**src/rtl/pal_pkg.sv**
```systemverilog
package pal_pkg;
  // default geometry of the array
  localparam int PAL_N_IN  = 4;
  localparam int PAL_N_OUT = 4;
  localparam int PAL_TPO   = 3;

  // polarity offset of a literal inside its bit pair
  typedef enum logic {
    LIT_TRUE = 1'b0,
    LIT_COMP = 1'b1
  } lit_pol_e;
endpackage

```
**src/rtl/pal_fuse_store.sv**
```systemverilog
module pal_fuse_store
  import pal_pkg::*;
#(
  parameter int N_IN  = PAL_N_IN,
  parameter int N_OUT = PAL_N_OUT,
  parameter int TPO   = PAL_TPO,
  localparam int N_TERMS = N_OUT * TPO,
  localparam int MASK_W  = 2 * (N_IN + N_OUT),
  localparam int ADDR_W  = $clog2(N_TERMS)
) (
  input  logic                        clk,
  input  logic                        rst,
  input  logic                        we,
  input  logic [ADDR_W-1:0]           addr,
  input  logic [MASK_W-1:0]           data,
  output logic [N_TERMS*MASK_W-1:0]   map_flat
);
  for (genvar t = 0; t < N_TERMS; t++) begin : g_term
    localparam int GRP   = t / TPO;
    localparam int LIMIT = 2 * N_IN + 2 * GRP;
    // bits at or above LIMIT are feedback of this group or later ones
    localparam logic [MASK_W-1:0] ALLOW = (MASK_W'(1) << LIMIT) - MASK_W'(1);

    logic [MASK_W-1:0] mask_q;
    logic              legal;
    logic              hit;

    always_comb begin
      legal = ((data & ~ALLOW) == '0);
      hit   = we && (addr == ADDR_W'(t)) && legal;
    end

    always_ff @(posedge clk) begin
      if (rst) begin
        mask_q <= '0;
      end else if (hit) begin
        mask_q <= data;
      end
    end

    assign map_flat[t*MASK_W +: MASK_W] = mask_q;
  end
endmodule

```
**src/rtl/pal_product_term.sv**
```systemverilog
module pal_product_term
  import pal_pkg::*;
#(
  parameter int N_IN  = PAL_N_IN,
  parameter int N_OUT = PAL_N_OUT,
  localparam int MASK_W = 2 * (N_IN + N_OUT)
) (
  input  logic [N_IN-1:0]   in_v,
  input  logic [N_OUT-1:0]  fb_v,
  input  logic [MASK_W-1:0] mask,
  output logic              term
);
  logic [MASK_W-1:0] lit;

  always_comb begin
    for (int i = 0; i < N_IN; i++) begin
      lit[2*i + int'(LIT_TRUE)] = in_v[i];
      lit[2*i + int'(LIT_COMP)] = ~in_v[i];
    end
    for (int j = 0; j < N_OUT; j++) begin
      lit[2*N_IN + 2*j + int'(LIT_TRUE)] = fb_v[j];
      lit[2*N_IN + 2*j + int'(LIT_COMP)] = ~fb_v[j];
    end
    // open connections contribute a 1 to the AND
    term = &(lit | ~mask);
  end
endmodule

```
**src/rtl/pal_group_eval.sv**
```systemverilog
module pal_group_eval
  import pal_pkg::*;
#(
  parameter int N_IN  = PAL_N_IN,
  parameter int N_OUT = PAL_N_OUT,
  parameter int TPO   = PAL_TPO,
  localparam int MASK_W = 2 * (N_IN + N_OUT)
) (
  input  logic [N_IN-1:0]       in_v,
  input  logic [N_OUT-1:0]      fb_v,
  input  logic [TPO*MASK_W-1:0] masks,
  output logic                  y
);
  logic [TPO-1:0] terms;

  for (genvar p = 0; p < TPO; p++) begin : g_pt
    pal_product_term #(
      .N_IN (N_IN),
      .N_OUT(N_OUT)
    ) u_pt (
      .in_v (in_v),
      .fb_v (fb_v),
      .mask (masks[p*MASK_W +: MASK_W]),
      .term (terms[p])
    );
  end

  assign y = |terms;
endmodule

```
**src/rtl/pal_array_top.sv**
```systemverilog
module pal_array_top
  import pal_pkg::*;
#(
  parameter int N_IN  = PAL_N_IN,
  parameter int N_OUT = PAL_N_OUT,
  parameter int TPO   = PAL_TPO,
  localparam int N_TERMS = N_OUT * TPO,
  localparam int MASK_W  = 2 * (N_IN + N_OUT),
  localparam int ADDR_W  = $clog2(N_TERMS),
  localparam int GRP_W   = TPO * MASK_W
) (
  input  logic              clk,
  input  logic              rst,
  input  logic              cfg_we,
  input  logic [ADDR_W-1:0] cfg_addr,
  input  logic [MASK_W-1:0] cfg_data,
  input  logic [N_IN-1:0]   pal_in,
  output logic [N_OUT-1:0]  pal_out
);
  logic [N_TERMS*MASK_W-1:0] map_flat;

  pal_fuse_store #(
    .N_IN (N_IN),
    .N_OUT(N_OUT),
    .TPO  (TPO)
  ) u_store (
    .clk     (clk),
    .rst     (rst),
    .we      (cfg_we),
    .addr    (cfg_addr),
    .data    (cfg_data),
    .map_flat(map_flat)
  );

  // each group sees only the outputs of the groups before it
  for (genvar g = 0; g < N_OUT; g++) begin : g_grp
    logic [N_OUT-1:0] lower;
    logic             y;

    if (g == 0) begin : g_first
      assign lower = '0;
    end else begin : g_next
      assign lower = g_grp[g-1].lower | (N_OUT'(g_grp[g-1].y) << (g - 1));
    end

    pal_group_eval #(
      .N_IN (N_IN),
      .N_OUT(N_OUT),
      .TPO  (TPO)
    ) u_grp (
      .in_v (pal_in),
      .fb_v (lower),
      .masks(map_flat[g*GRP_W +: GRP_W]),
      .y    (y)
    );

    assign pal_out[g] = y;
  end
endmodule

```
**config.mk**
```make
export PLATFORM = sky130hd
export DESIGN_NAME = pal_array_top
export DESIGN_NICKNAME = d
export VERILOG_FILES = /design/src/rtl/pal_pkg.sv /design/src/rtl/pal_fuse_store.sv /design/src/rtl/pal_product_term.sv /design/src/rtl/pal_group_eval.sv /design/src/rtl/pal_array_top.sv
export SDC_FILE = /design/constraint.sdc
export NUM_CORES = 1
export LEC_CHECK = 0
export ABC_AREA = 1
export ABC_CLOCK_PERIOD_IN_PS = 3510
export BUFFER_PORTS_ARGS = -buffer_cell sky130_fd_sc_hd__clkbuf_2
export CAP_MARGIN = 20
export CORE_MARGIN = 2
export CORE_UTILIZATION = 25
export CTS_CLUSTER_SIZE = 8
export DETAILED_ROUTE_END_ITERATION = 12
export MAX_ROUTING_LAYER = met4
export PLACE_DENSITY = 0.45
export REMOVE_ABC_BUFFERS = 1
export SYNTH_ARGS = -nofsm -noshare
export SYNTH_HDL_FRONTEND = slang
export SYNTH_SLANG_ARGS = --single-unit
```
**constraint.sdc**
```tcl
create_clock -name clk -period 3.51 [get_ports clk]
set_input_delay 0.702 -clock clk [delete_from_list [all_inputs] [get_ports clk]]
set_output_delay 0.702 -clock clk [all_outputs]
set_load 0.05 [all_outputs]
```
==> results.md, run 1 <==
- Die X: 164.7 um
- First-pass GRT wire length: 29.04 mm
- Post-DP Area: 0.007038 mm^2
- Cells after DPL: 1163
- Comb pwr share: 4.1%
- CP max stage cell: clkbuf_2
- Hold crit path type: reg -> reg
- Top Ports: 31
- Die area: 0.02713 mm^2
- Reg power frac: 47.6%
- Avg WL per Cell: 15.43 um
- CTS root buf: clkbuf_16
- Reported net switching power: 881.8 uW
- Top-area cell type share of the netlist area: 50.22%
- Required time worst endpoint: 2.81 ns
- FF+latch count, synth: 162
- Post-Layout Cell Count: 1195
- Synth cell count leaders: dfxtp_1 (162), a21oi_1 (118), nand2_1 (118), o21ai_0 (117), nor2_1 (67)
- Period utilization: 95.56%
- Hold Fails Final Rpt: 0
- Max Freq: 298.1 MHz
- CTS Buf Count: 17
- GRT Residual Overflow: 0
- Sw Share: 22.77%
- Antenna violations before repair: 0
- Run status: finished, final reports clean
- Clock power share: 48.3%
- Gr usage total: 14.61%
- CP Launch Type: input pin
- Yosys top cell by area: dfxtp_1
- Mean Syn Cell Area: 7.789 um^2
- Sink Count: 162
- Largest register FFs: 162
- Sequential area share after synthesis: 50.22%
- Most numerous cell in the Yosys netlist: dfxtp_1
- R2R Path Start: u_store.g_term[9].mask_q[0]
- Cell Area, Synth: 0.006457 mm^2
- Rel. slew slack: 52.50%
- CP Class: in -> out
- Hold path startpoint: u_store.g_term[1].mask_q[10]
- Area growth from synthesis to layout: 19.51%
- Largest register by flop count: u_store.g_term.mask_q
- Number of global-route vias before repair: 4964
- Routed Antenna Nets: 0
- Hold_ws: 0.4361 ns
- Pre-antenna DRT Iters: 4
- Synth Flop Type: dfxtp_1
- Final RePlAce weighted congestion: 0.8489
- Max VDD drop: 280.4 uV
- Cell Int Power: 2.991 mW
- Max cap viols: 0
- Worst Hold End: u_store.g_term[1].mask_q[10]
- Yosys cell types: 33
- Clock Latency Late Sink: 0.42 ns
- Synth area leaders: dfxtp_1 (50%), a21oi_1 (9.1%), o21ai_0 (9.1%)
- Starting Density: 25.57%
- Site Rows: 58
- Port Buffers: 30
- Setup slack, reg-to-reg: 2.81 ns
- Clk buf depth: 2
- Final Max Slew Viols: 0
- Share of cells above drive strength 1: 15.61%
- Die H: 164.7 um
- Layout Nets: 879
- Mapped Cells: 829
- Crit path largest cell delay: 0.18 ns
- CP startpoint: pal_in[3]
- Via density: 4.536
- Crit path max fanout: 7
- Hpwl dp: 12.06 mm
- Setup crit end kind: primary output
- EDFF count, synth: 0
- Drt initial violations: 379
- H-tree Lvls: 4
- Top Registers: u_store.g_term.mask_q x162
- CORE AREA: 0.02525 mm^2
- R2r endpoint: u_store.g_term[9].mask_q[0]
- Final instance area: 0.007717 mm^2
- Synthesis Warnings: 0
- R2R cell count: 2
- Power Dens Cells: 501.9 mW/mm^2
- CTS clk-pin slew, worst paths: 0.06 ns
- LEAKAGE: 3.117 nW
- Worst Path Arrival: 2.65 ns
- Largest net degree at the start of global routing: 128
- Postcts setup bufs: 0
- Synth async-reset ratio: 0%
- Setup violators final: 0
- Final setup skew: 0 ns
- Worst slew pin tran: 0.7117 ns
- Remaining DRCs: 0
- Final wirelength: 18.44 mm
- TritonCTS clock tree: built
- Via count: 5420
- Number of diodes: 0
- Crit path time final: 3.354 ns
- Worst hold stages: 2
- Cells along the critical path: clkbuf_2 -> inv_4 -> nand2_1 -> nand2_1 -> nor2_2 -> nand3_2 -> buf_4 -> nand4_1 -> nand3_2 -> nand3_4 -> nand2_1 -> nand3_2 -> nand3_2 -> nand2_1 -> nand3_1 -> nand3_2 -> buf_12
- Top cell by count, worst path: nand3_2
-- metrics by stage --
step	setup slack, ns	total power, mW	util (%)	setup TNS (ns)
4_1_cts	0.04323	3.914	30.24	0
6_report	0.1557	3.873	30.56	0
3_5_place_dp	0.05365	2.043	27.87	0
5_1_grt	-0.006068	4.015	30.56	-0.006068
3_3_place_gp	0.03472	2.043	27.87	0
2_1_floorplan	-0.3639	1.945	-	-0.3639
-- critical path, delay by kind of cell --
family                 cells  cell delay, ns
and+or+nand+nor           13            1.36
buffers and inverters      4            0.57
-- worst max path at each step --
stage / end / slack (ns) / depth (start not counted)
final: pal_out[3] / 0.16 / 17
after global routing: pal_out[3] / -0.006 / 16
after CTS: pal_out[3] / 0.04 / 16
after detailed placement: pal_out[3] / 0.05 / 17
after global placement: pal_out[3] / 0.03 / 16
after floorplan: pal_out[3] / -0.36 / 15
-- kinds of logic after synthesis --
logic type / Yosys count / share of synthesized area [%]
flops: 162 / 50.22
simple gates: 269 / 19.14
compound gates: 271 / 22.44
buf+inv: 127 / 8.196
-- layout by cell type (no fill, tap or decap), types with 3 or more instances in the layout --
cell type	synthesis	final
dfxtp_1	162	162
o21ai_1	4	4
nor2_1	67	64
clkbuf_8	0	3
inv_1	54	54
buf_4	6	29
nor3_1	21	18
inv_2	9	6
a211oi_1	20	19
a2111oi_1	0	3
buf_12	0	3
clkinv_1	6	5
o21ai_0	117	117
nor3_2	5	8
clkbuf_16	0	17
nor2_2	2	5
nand3_2	9	9
nand2_1	118	118
nand3_1	24	22
clkbuf_2	0	26
a22o_1	3	3
a21oi_1	118	117
nand4_1	14	14
inv_4	0	3
clkinv_4	0	4
nand3_4	1	3
-- final cells by class --
type	count	area [um^2]
Timing Repair Buffer	62	445.4
Sequential cell	162	3243
Clock inverter	11	128.9
Inverter	69	271.5
Tap cell	330	412.9
Clock buffer	21	470.5
Fill cell	2749	17540
Multi-Input combinational cell	540	2745
-- power by group through the flow --
stage | sequential, mW | combinational, mW | clock (mW)
6_report | 1.85 | 0.158 | 1.87
5_1_grt | 1.84 | 0.172 | 2.00
4_1_cts | 1.84 | 0.157 | 1.91
3_5_place_dp | 1.89 | 0.156 | 0
3_3_place_gp | 1.89 | 0.157 | 0
2_1_floorplan | 1.89 | 0.0599 | 0
-- layer usage --
layer  GRT usage, %  vias to the layer above  part of all wire (%)
met3          3.214                       17                   3.7
met4          4.506                        0                   1.3
li1               -                     2844                     -
met1          20.85                     2476                    53
met2          20.43                       83                    42
met5              -                        -                     0
-- repair_timing --
| item | in CTS | in global routing |
|---|---|---|
| hold buffers | 0 | 0 |
| setup endpoints to repair | 0 | 1 |
| gates resized for setup | 0 | 26 |
Note: power is estimated with default switching activity, not from simulation.
==> run 2: changes to the inputs <==
--- a/config.mk
+++ b/config.mk
@@ -8,14 +8,13 @@
 export ABC_AREA = 1
 export ABC_CLOCK_PERIOD_IN_PS = 3510
 export BUFFER_PORTS_ARGS = -buffer_cell sky130_fd_sc_hd__clkbuf_2
-export CAP_MARGIN = 20
+export CAP_MARGIN = 5
 export CORE_MARGIN = 2
 export CORE_UTILIZATION = 25
 export CTS_CLUSTER_SIZE = 8
 export DETAILED_ROUTE_END_ITERATION = 12
 export MAX_ROUTING_LAYER = met4
 export PLACE_DENSITY = 0.45
-export REMOVE_ABC_BUFFERS = 1
 export SYNTH_ARGS = -nofsm -noshare
 export SYNTH_HDL_FRONTEND = slang
 export SYNTH_SLANG_ARGS = --single-unit
==> run 2 against run 1 <==
Routed wire length grew 6.0%. Sequential power barely moved. Critical path depth up 1. Setup slack better by 0.0064 ns. Largest power group unchanged. Sequential share of layout area is 0.51 points lower. Cell area rose by 1.2%.
==> results.md, run 2 (synthesis results as in run 1) <==
- Top Registers: u_store.g_term.mask_q x162
- Die area: 0.02713 mm^2
- Clk buf depth: 2
- Antenna violations before repair: 0
- Setup violators final: 0
- Via count: 5548
- Die X: 164.7 um
- Layout Nets: 878
- Hpwl dp: 13.37 mm
- Reported net switching power: 897.9 uW
- Most common cell after layout, fill and taps aside: dfxtp_1
- Post-Layout Cell Count: 1194
- Site Rows: 58
- Most frequent cells in the layout: dfxtp_1 (162), a21oi_1 (118), o21ai_0 (117)
- Final wirelength: 19.54 mm
- Final RePlAce weighted congestion: 0.7680
- Final setup skew: 0 ns
- Via density: 4.647
- Hold crit path type: reg -> reg
- Tot Pwr: 4.066 mW
- Starting Density: 25.57%
- Cell Int Power: 3.169 mW
- Worst path bufs/invs: 6
- Number of global-route vias before repair: 5336
- Rel. slew slack: 50.81%
- Top Ports: 31
- Remaining DRCs: 0
- Die H: 164.7 um
- Comb pwr share: 4.0%
- Final worst slack: 0.1620 ns
- Power Dens Cells: 520.5 mW/mm^2
- Share of cells above drive strength 1: 15.86%
- Top cell by count, worst path: nand2_1
- Cells after DPL: 1160
- Worst path top cell family by delay: simple AND/OR/NAND/NOR gates
- Crit path max fanout: 10
- GRT Residual Overflow: 0
- Hold_ws: 0.4348 ns
- Largest net degree at the start of global routing: 57
- Max cap viols: 0
- CTS clk-pin slew, worst paths: 0.07 ns
- Hold Fails Final Rpt: 0
- Placement Setup Slack: 0.03882 ns
- Largest register FFs: 162
- First-pass GRT wire length: 31.05 mm
- Sw Share: 22.08%
- Crit path largest cell delay: 0.17 ns
- Reg power frac: 45.4%
- H-tree Lvls: 4
- CP max stage cell: nand3_4
- Port Buffers: 30
- Setup crit end kind: primary output
- CTS Buf Count: 17
- Clock Latency Late Sink: 0.42 ns
- Pre-antenna DRT Iters: 6
- Final Max Slew Viols: 0
- CTS root buf: clkbuf_16
- Number of diodes: 0
- Run status: finished, final reports clean
- Syn_nets: 856
- Clock power share: 50.6%
- Required time worst endpoint: 2.81 ns
- Worst slew pin tran: 0.7370 ns
- Largest register by flop count: u_store.g_term.mask_q
- Fillers: 2716
- Crit path time final: 3.348 ns
- Final Core Density: 30.94%
- CP Class: in -> out
- Drt initial violations: 435
- Period utilization: 95.38%
- Cts hold-fix bufs: 0
- Cells along the critical path: clkbuf_2 -> inv_2 -> nand2_2 -> nand2_1 -> nor2_2 -> nand3_2 -> nand3_4 -> buf_12 -> inv_2 -> nand2_1 -> nand2_1 -> a21oi_2 -> nand3_4 -> buf_4 -> nand4_1 -> nand3_1 -> nand3_2 -> buf_12
- Gr usage total: 15.77%
- Max Freq: 298.7 MHz
- Area growth from synthesis to layout: 20.98%
- Routed Antenna Nets: 0
- LEAKAGE: 3.154 nW
- CORE AREA: 0.02525 mm^2
- CP Launch Type: input pin
- TritonCTS clock tree: built
- Worst Path Arrival: 2.65 ns
- Max VDD drop: 309.7 uV
- Sink Count: 162
- Avg WL per Cell: 16.37 um
-- run 2: cell count changes in the layout (fill, tap and decap cells not counted), sizes merged --
| cell | delta |
|---|---|
| bufinv | +3 |
| inv | +1 |
| clkbuf | -3 |
| clkinv | -2 |
-- run 2: power by group through the flow --
stage | clock network, mW | logic, mW | registers (mW)
floorplan | 0 | 0.0828 | 1.89
global route | 2.18 | 0.180 | 1.84
global placement | 0 | 0.162 | 1.89
finish | 2.06 | 0.164 | 1.85
detailed placement | 0 | 0.164 | 1.89
CTS | 2.10 | 0.164 | 1.84
-- run 2: metrics by stage --
| stage | cell area, um^2 | TNS (ns) |
|---|---|---|
| 2_1_floorplan | 6457 | 0 |
| 3_3_place_gp | 7043 | 0 |
| 3_5_place_dp | 7043 | 0 |
| 4_1_cts | 7692 | 0 |
| 5_1_grt | 7812 | -0.006422 |
| 6_report | 7812 | 0 |
-- run 2: worst reg2reg max path: cells and delay by family (launching register included) --
| kind | cells | cell delay (ns) |
|---|---|---|
| flip-flops | 1 | 0.33 |
| AO/OA/AOI/OAI | 2 | 0.24 |
-- run 2: final timing paths --
check	startpoint	to	slack, ns	cells past startpoint
hold / removal	u_store.g_term[1].mask_q[10]	u_store.g_term[1].mask_q[10]	0.43	2
setup / recovery	pal_in[2]	pal_out[3]	0.16	18
setup reg to reg	u_store.g_term[7].mask_q[7]	u_store.g_term[7].mask_q[7]	2.81	2
hold reg to reg	u_store.g_term[1].mask_q[10]	u_store.g_term[1].mask_q[10]	0.43	2
-- run 2: final cells by class --
class	instances	area [um^2]	area share, %
clock buffers	19	442.9	5.669
multi-input cells	540	2790	35.71
well taps	330	412.9	5.285
repair buffers	61	457.9	5.862
flip-flops and latches	162	3243	41.51
inverters	69	259.0	3.315
clock inverters	13	206.4	2.643
-- run 2: per-layer routing --
layer | track usage (%) | vias to the layer above | wire, um
li1 | - | 2860 | -
met1 | 21.42 | 2582 | 9867
met4 | 4.229 | 0 | 212
met5 | - | - | 0
met3 | 3.114 | 11 | 696
met2 | 23.96 | 95 | 8763
-- run 2: timing repair --
item,in CTS,in global routing
endpoints found under the setup margin,0,1
gates resized for setup,0,23
setup buffers,0,2
==> run 3: changes to the inputs <==
--- a/config.mk
+++ b/config.mk
@@ -6,15 +6,14 @@
 export NUM_CORES = 1
 export LEC_CHECK = 0
 export ABC_AREA = 1
-export ABC_CLOCK_PERIOD_IN_PS = 3510
+export ABC_CLOCK_PERIOD_IN_PS = 4100
 export BUFFER_PORTS_ARGS = -buffer_cell sky130_fd_sc_hd__clkbuf_2
 export CAP_MARGIN = 5
 export CORE_MARGIN = 2
 export CORE_UTILIZATION = 25
 export CTS_CLUSTER_SIZE = 8
 export DETAILED_ROUTE_END_ITERATION = 12
-export MAX_ROUTING_LAYER = met4
-export PLACE_DENSITY = 0.45
+export PLACE_DENSITY = 0.46
 export SYNTH_ARGS = -nofsm -noshare
 export SYNTH_HDL_FRONTEND = slang
 export SYNTH_SLANG_ARGS = --single-unit
==> constraint.sdc (replaced) <==
create_clock -name clk -period 4.1 [get_ports clk]
set_input_delay 0.82 -clock clk [delete_from_list [all_inputs] [get_ports clk]]
set_output_delay 0.82 -clock clk [all_outputs]
set_load 0.05 [all_outputs]
==> run 3 against run 2 <==
Register-to-register slack improved by 0.59 ns. Sequential share of layout area increased by 2.0 points. Sequential cell count unchanged. Cell area decreased by 4.6%. Via count decreased by 1.5%. Routed wire length decreased by 2.6%. Setup slack improved by 0.098 ns. Combinational power decreased by 23%. Hold slack improved by 0.0029 ns. Largest cell class unchanged. Critical endpoint unchanged. Final cell count decreased by 1.1%. First-iteration DRC count increased by 4.8%. Power decreased by 21%.
==> results.md, run 3 (synthesis results as in run 1) <==
- Run status: finished, final reports clean
- Fillers: 2741
- Area growth from synthesis to layout: 15.40%
- Rel. slew slack: 47.01%
- Top Registers: u_store.g_term.mask_q x162
- Die X: 164.7 um
- Final Max Slew Viols: 0
- Largest register FFs: 162
- CORE AREA: 0.02525 mm^2
- CTS clk-pin slew, worst paths: 0.07 ns
- Hold path startpoint: u_store.g_term[1].mask_q[10]
- Starting Density: 25.57%
- Period utilization: 93.66%
- Post-cts gate resize count: 0
- Die H: 164.7 um
- Port Buffers: 30
- Drt initial violations: 456
- Die area: 0.02713 mm^2
- Required time worst endpoint: 3.28 ns
- Worst Path Arrival: 3.02 ns
- Largest net degree at the start of global routing: 91
- Share of cells above drive strength 1: 13.28%
- Final Core Density: 29.51%
- Max VDD drop: 282.0 uV
- Routed Antenna Nets: 0
- Avg WL per Cell: 16.12 um
- CP Launch Type: input pin
- Via density: 4.629
- TritonCTS clock tree: built
- Crit path max fanout: 12
- Number of global-route vias before repair: 5168
- Hold crit path type: reg -> reg
- Number of diodes: 0
- Cts hold-fix bufs: 0
- Setup crit end kind: primary output
- Antenna violations before repair: 0
- Power Dens Cells: 430.1 mW/mm^2
- Postcts setup bufs: 0
- Final wirelength: 19.03 mm
- Setup_tns: 0 ns
- Top Ports: 31
- Cells after DPL: 1149
- Worst hold stages: 2
- H-tree Lvls: 4
- Via count: 5467
- GRT Residual Overflow: 0
- Remaining DRCs: 0
- Worst slew pin tran: 0.7949 ns
- CTS Buf Count: 17
- Hold Fails Final Rpt: 0
- Max cap viols: 0
- Sink Count: 162
- CP Class: in -> out
- Crit path time final: 3.840 ns
- CTS root buf: clkbuf_16
- Layout Nets: 865
- Hpwl dp: 12.68 mm
- Most common cell after layout, fill and taps aside: dfxtp_1
- Final setup skew: 0 ns
- Most frequent cells in the layout: dfxtp_1 (162), nand2_1 (118), a21oi_1 (118)
- Largest register by flop count: u_store.g_term.mask_q
- Max Freq: 260.4 MHz
- Site Rows: 58
- CP startpoint: pal_in[0]
- Clk buf depth: 2
- LEAKAGE: 2.978 nW
- Clock Latency Late Sink: 0.43 ns
- R2R Path Start: u_store.g_term[8].mask_q[11]
- Gr usage total: 14.94%
- Post-Layout Cell Count: 1181
- Pre-antenna DRT Iters: 5
- Syn_nets: 856
- Final RePlAce weighted congestion: 0.7656
- RSZ-0062 raised after global routing: no
- First-pass GRT wire length: 30.28 mm
- Setup violators final: 0
- R2R cell count: 2
==> run 3: worst paths after layout <==
kind                                                endpoint  slack, ns
worst max-delay path                              pal_out[3]       0.26
worst min-delay path            u_store.g_term[1].mask_q[10]       0.44
worst max register to register  u_store.g_term[8].mask_q[11]       3.40
worst min register to register  u_store.g_term[1].mask_q[10]       0.44
==> run 3: stage by stage <==
| stage | cell area (um^2) | hold WS (ns) | power (mW) | setup slack (ns) |
|---|---|---|---|---|
| 2_1_floorplan | 6457 | 0.4130 | 1.685 | 0.8477 |
| 3_3_place_gp | 6908 | 0.4255 | 1.744 | 0.2933 |
| 3_5_place_dp | 6908 | 0.4259 | 1.743 | 0.2395 |
| 4_1_cts | 7452 | 0.4360 | 3.234 | 0.2383 |
| 5_1_grt | 7452 | 0.4638 | 3.310 | 0.01189 |
| 6_report | 7452 | 0.4377 | 3.205 | 0.2598 |
==> run 3: per-layer routing <==
metal  GRT usage [%]  share of wire, %  vias to the layer above
met5               0                 0                        -
met4           4.387               1.1                        0
met3           3.340               3.6                       18
met2           22.59                44                       91
met1           21.22                51                     2535
li1                -                 -                     2823
==> run 3: worst max-delay path: stages <==
cell and delay [ns]:
buf_2 0.26, inv_2 0.18, nand2_1 0.11, nand3_1 0.11, nor2_1 0.13, nand2_2 0.10, nand3_2 0.11, buf_4 0.19
inv_2 0.07, nand2_1 0.05, nand2_1 0.05, a21oi_2 0.13, nand3_2 0.12, nand3_2 0.12, nand2_1 0.06, nand3_1 0.07
nand3_1 0.14, buf_12 0.18
==> run 3: layout make-up <==
class,instances,area (um^2),share of cell area [%]
well taps,330,412.9,5.541
multi-input cells,540,2693,36.13
repair buffers,48,300.3,4.030
inverters,69,259.0,3.475
clock inverters,13,101.3,1.360
flip-flops and latches,162,3243,43.52
clock buffers,19,442.9,5.944
==> run 3: report_power, final <==
group	switching [mW]	internal [mW]	total, mW
combinational	0.0989	0.0281	0.127
sequential	0.00205	1.58	1.58
clock	0.703	0.797	1.50
